===== src/rtl/pdw_pkg.sv =====
package pdw_pkg;
    localparam int MASK_W = 8;
    localparam int IRQ_W  = MASK_W + 1;

    typedef enum logic [1:0] {
        ST_RUN    = 2'd0,
        ST_SLEEP  = 2'd1,
        ST_SETTLE = 2'd2
    } pd_state_e;

    // Interrupt line served by mask bit b: bit 0 -> line 0, bit b -> line b+1
    function automatic int line_of_bit(input int b);
        return (b == 0) ? 0 : b + 1;
    endfunction

    // Active-high request per mask position from synchronized active-low lines
    function automatic logic [MASK_W-1:0] gather_active(input logic [IRQ_W-1:0] lines_n);
        logic [MASK_W-1:0] act;
        for (int b = 0; b < MASK_W; b++) begin
            act[b] = ~lines_n[line_of_bit(b)];
        end
        return act;
    endfunction
endpackage


===== src/rtl/pdw_sync.sv =====
module pdw_sync #(
    parameter int W      = 9,
    parameter int STAGES = 2
) (
    input  logic         clk,
    input  logic         rst,
    input  logic [W-1:0] din,
    output logic [W-1:0] dout
);
    logic [W-1:0] stage_q [STAGES];

    generate
        for (genvar s = 0; s < STAGES; s++) begin : g_stage
            if (s == 0) begin : g_first
                always_ff @(posedge clk) begin
                    if (rst) stage_q[0] <= '1;
                    else     stage_q[0] <= din;
                end
            end else begin : g_next
                always_ff @(posedge clk) begin
                    if (rst) stage_q[s] <= '1;
                    else     stage_q[s] <= stage_q[s-1];
                end
            end
        end
    endgenerate

    assign dout = stage_q[STAGES-1];
endmodule


===== src/rtl/pdw_wake.sv =====
module pdw_wake
    import pdw_pkg::*;
(
    input  logic              clk,
    input  logic              rst,
    input  logic              mask_wr,
    input  logic [MASK_W-1:0] mask_wdata,
    input  logic [IRQ_W-1:0]  lines_sync_n,
    output logic [MASK_W-1:0] mask_q,
    output logic              wake
);
    always_ff @(posedge clk) begin
        if (rst)          mask_q <= '0;
        else if (mask_wr) mask_q <= mask_wdata;
    end

    assign wake = |(mask_q & gather_active(lines_sync_n));

    // mask clears on reset
    p_mask_reset_r1: assert property (@(posedge clk) rst |=> mask_q == '0);
    // a write lands in the mask
    p_mask_load_r2: assert property (@(posedge clk) disable iff (rst)
        mask_wr |=> mask_q == $past(mask_wdata));
    // an empty mask never raises a wake request
    p_no_wake_empty_r9: assert property (@(posedge clk) disable iff (rst)
        (mask_q == '0) |-> !wake);
endmodule


===== src/rtl/pdw_fsm.sv =====
module pdw_fsm
    import pdw_pkg::*;
(
    input  logic      clk,
    input  logic      rst,
    input  logic      enter_req,
    input  logic      wake,
    input  logic      xtal_halts,
    input  logic      osc_ready,
    output pd_state_e state
);
    pd_state_e state_nx;

    always_comb begin
        state_nx = state;
        unique case (state)
            ST_RUN:    if (enter_req) state_nx = ST_SLEEP;
            ST_SLEEP:  if (wake)      state_nx = xtal_halts ? ST_SETTLE : ST_RUN;
            ST_SETTLE: if (osc_ready) state_nx = ST_RUN;
            default:                  state_nx = ST_RUN;
        endcase
    end

    always_ff @(posedge clk) begin
        if (rst) state <= ST_RUN;
        else     state <= state_nx;
    end

    // entry takes effect on the next edge
    p_enter_r3: assert property (@(posedge clk) disable iff (rst)
        (state == ST_RUN && enter_req) |=> state == ST_SLEEP);
    // no wake request keeps the core asleep
    p_sleep_hold_r4: assert property (@(posedge clk) disable iff (rst)
        (state == ST_SLEEP && !wake) |=> state == ST_SLEEP);
    // a running crystal skips the settle wait
    p_direct_run_r6: assert property (@(posedge clk) disable iff (rst)
        (state == ST_SLEEP && wake && !xtal_halts) |=> state == ST_RUN);
    // settle wait holds until the oscillator is ready
    p_settle_hold_r7: assert property (@(posedge clk) disable iff (rst)
        (state == ST_SETTLE && !osc_ready) |=> state == ST_SETTLE);
endmodule


===== src/rtl/pd_wake_ctrl.sv =====
module pd_wake_ctrl
    import pdw_pkg::*;
#(
    parameter int SYNC_STAGES = 2
) (
    input  logic              clk,
    input  logic              rst,
    input  logic              pwr_ctl_wr,
    input  logic              pwr_ctl_pd_wdata,
    input  logic              wake_mask_wr,
    input  logic [MASK_W-1:0] wake_mask_wdata,
    input  logic [IRQ_W-1:0]  irq_lines_n,
    input  logic              xtal_halts,
    input  logic              osc_ready,
    output logic              core_clk_en,
    output logic              pd_flag,
    output logic [MASK_W-1:0] wake_mask
);
    logic [IRQ_W-1:0] lines_sync_n;
    logic             wake;
    pd_state_e        state;

    pdw_sync #(.W(IRQ_W), .STAGES(SYNC_STAGES)) u_sync (
        .clk  (clk),
        .rst  (rst),
        .din  (irq_lines_n),
        .dout (lines_sync_n)
    );

    pdw_wake u_wake (
        .clk          (clk),
        .rst          (rst),
        .mask_wr      (wake_mask_wr),
        .mask_wdata   (wake_mask_wdata),
        .lines_sync_n (lines_sync_n),
        .mask_q       (wake_mask),
        .wake         (wake)
    );

    pdw_fsm u_fsm (
        .clk        (clk),
        .rst        (rst),
        .enter_req  (pwr_ctl_wr & pwr_ctl_pd_wdata),
        .wake       (wake),
        .xtal_halts (xtal_halts),
        .osc_ready  (osc_ready),
        .state      (state)
    );

    assign pd_flag     = (state == ST_SLEEP);
    assign core_clk_en = (state == ST_RUN);

    // the core is never clocked while the power-down bit is set
    p_gate_in_pd_r3: assert property (@(posedge clk) disable iff (rst)
        pd_flag |-> !core_clk_en);
    // reset state at the ports
    p_reset_ports_r1: assert property (@(posedge clk) rst |=> (core_clk_en && !pd_flag));
endmodule


===== config.mk =====
export PLATFORM = sky130hd
export DESIGN_NAME = pd_wake_ctrl
export DESIGN_NICKNAME = d
export VERILOG_FILES = /design/src/rtl/pdw_pkg.sv /design/src/rtl/pdw_sync.sv /design/src/rtl/pdw_wake.sv /design/src/rtl/pdw_fsm.sv /design/src/rtl/pd_wake_ctrl.sv
export SDC_FILE = /design/constraint.sdc
export NUM_CORES = 1
export LEC_CHECK = 0
export ABC_CLOCK_PERIOD_IN_PS = 2260
export BUFFER_PORTS_ARGS = -buffer_cell sky130_fd_sc_hd__buf_2
export CORE_MARGIN = 3
export CORE_UTILIZATION = 45
export CTS_BUF_LIST = sky130_fd_sc_hd__clkbuf_8
export DETAILED_ROUTE_END_ITERATION = 7
export MAX_ROUTING_LAYER = met4
export PLACE_DENSITY = 0.8
export SYNTH_ARGS = -nofsm -noshare
export SYNTH_HDL_FRONTEND = slang
export SYNTH_HIERARCHICAL = 1
export SYNTH_SLANG_ARGS = --single-unit

===== constraint.sdc =====
create_clock -name clk -period 2.26 [get_ports clk]
set_input_delay 0.226 -clock clk [delete_from_list [all_inputs] [get_ports clk]]
set_output_delay 0.226 -clock clk [all_outputs]
set_load 0.05 [all_outputs]

==> qor.yml <==
status: "complete, no violations"
root_buffer: "clkbuf_8"
cts_resized: 0
die_x_um: 50.2
startpoint_type: "flip-flop"
hold_path.class: "input port to flip-flop"
gr-usage-met2: 0.170
cap_violations: 0
synth.yosys.warnings: 6
grt_pass1_wl_um: 2270
netlist_area_um2: 877
h-tree-depth: 1
clockBufferDepth: 2
cts_hold_buffers: 0
post-route-util: 0.611
post_drt_via_cell_ratio: 4.32
rsz0062_at_grt: "no"
min_period_over_period: 0.690
multiInputGateArea_um2: 307
worst_ir_drop_vdd_v: 0.000451
routed_wl_um: 1320
cts_buffers: 3
path_buf_inv: 1
cts_setup_buffers: 0
port_buffers: 32
clk_pin_slew_ps: 70
crit_family: "simple AND/OR/NAND/NOR gates"
fin_area_um2: 1090
busiest_layer: "met2"
grt_use_met1: 0.142
grt_pass1_vias: 548
initial_core_util: 0.492
ios: 34
die_h_um: 50.2
die_area_um2: 2520
timing.slew.headroom: 0.764
n_fill_cell: 167
regArea_um2: 520
syn_nets: 106
worst_slew_pin_slew_ps: 353
p_per_area_nw_per_um2: 770
grtUsageTotal: 0.125
path_class: "flip-flop to flip-flop"
grt_util_met3: 0.0386
antenna_left: 0
drive_gt1_frac: 0.325
maxSlewViolCount: 0
fin_setup_tns_ps: 0
clock.fmax_mhz: 641
skew_ps: 1.93
slowest_delay_ps: 570
syn_inst: 82
diodes: 0
row_count: 15
cts_tree: "done"
p_leak_uw: 0.000498
avgRoutedWirePerCell_um: 9.49
required_ps: 2400
nets: 140
avgSynthCellArea_um2: 10.7
overflow: 0
period_minus_slack_ps: 1560
core_area_um2: 1780
drt_pre_antenna_iters: 2
crit_fanout: 3
end_kind: "flip-flop"
vias: 600
setup_viol_count_final: 0
drc: 0
hold_violations: 0
grt_max_degree: 27
placed_cell_area_um2: 1050
place_congestion: 0.689
drt_first_iter_violations: 3
cts.sinks: 26
crit_arrival_ps: 1700
clock_latency_ps: 260
critical-path-slowest-cell: "or4_1"
syn_to_final_growth_pct: 24.3
antenna_found_initial: 0
cp_cell_sequence: "inv_1 -> o22ai_1 -> or4_1 -> a2111oi_1"
==> layer usage <==
metal | vias to the layer above | routed length (um)
met5 | - | 0
met4 | 0 | 51
met3 | 4 | 130
met2 | 27 | 554
met1 | 243 | 582
li1 | 326 | -
==> final timing paths <==
check | from | end | slack (ps) | cells after the start
worst min register to register | u_sync/stage_q[0][6] | u_sync/stage_q[1][6] | 400 | 1
worst min-delay path | irq_lines_n[2] | u_sync/stage_q[0][2] | 140 | 2
worst max register to register | u_wake/mask_q[6] | u_fsm/state[0] | 700 | 4
worst max-delay path | u_wake/mask_q[6] | u_fsm/state[0] | 700 | 4
==> flip-flops by register name (all words and copies together), names as in the netlist <==
register and cells:
u_sync/stage_q 16, u_wake/mask_q 8, u_fsm/state 2
==> worst reg2reg max path: cells and delay by family, from the launching register on <==
family	cells	cell delay, ps
flip-flops	1	330
AO/OA/AOI/OAI	2	490
AND/OR/NAND/NOR	1	570
buffers and inverters	1	60
==> final cells by class <==
class                      count  area share
clock buffer                   3      0.0379
inverter                       8      0.0276
multi-input combinational     45       0.281
sequential                    26       0.478
tap                           25      0.0287
timing repair buffer          32       0.147
==> metrics by stage <==
step / total power [uW] / setup slack [ps] / instances / hold WS (ps)
after floorplan: 579 / 628 / 82 / 288
after global placement: 610 / 797 / 136 / 389
after detailed placement: 613 / 701 / 136 / 387
after CTS: 849 / 673 / 139 / 133
after global routing: 887 / 637 / 139 / 127
final: 839 / 700 / 139 / 138
==> where the power goes <==
group          internal [uW]  switching (uW)
clock network            119             119
logic                   41.4            67.7
registers                481            10.6
==> cells in the final DEF, fill, tap and decap left out, drive strengths merged <==
master / count
a2111oi: 1
a21oi: 1
and2: 1
buf: 32
clkbuf: 3
dfxtp: 26
inv: 8
mux2i: 8
nand4b: 1
nor2: 10
nor2b: 1
o22ai: 4
or2: 16
or3b: 1
or4: 1
(Power assumes the default switching activity.)
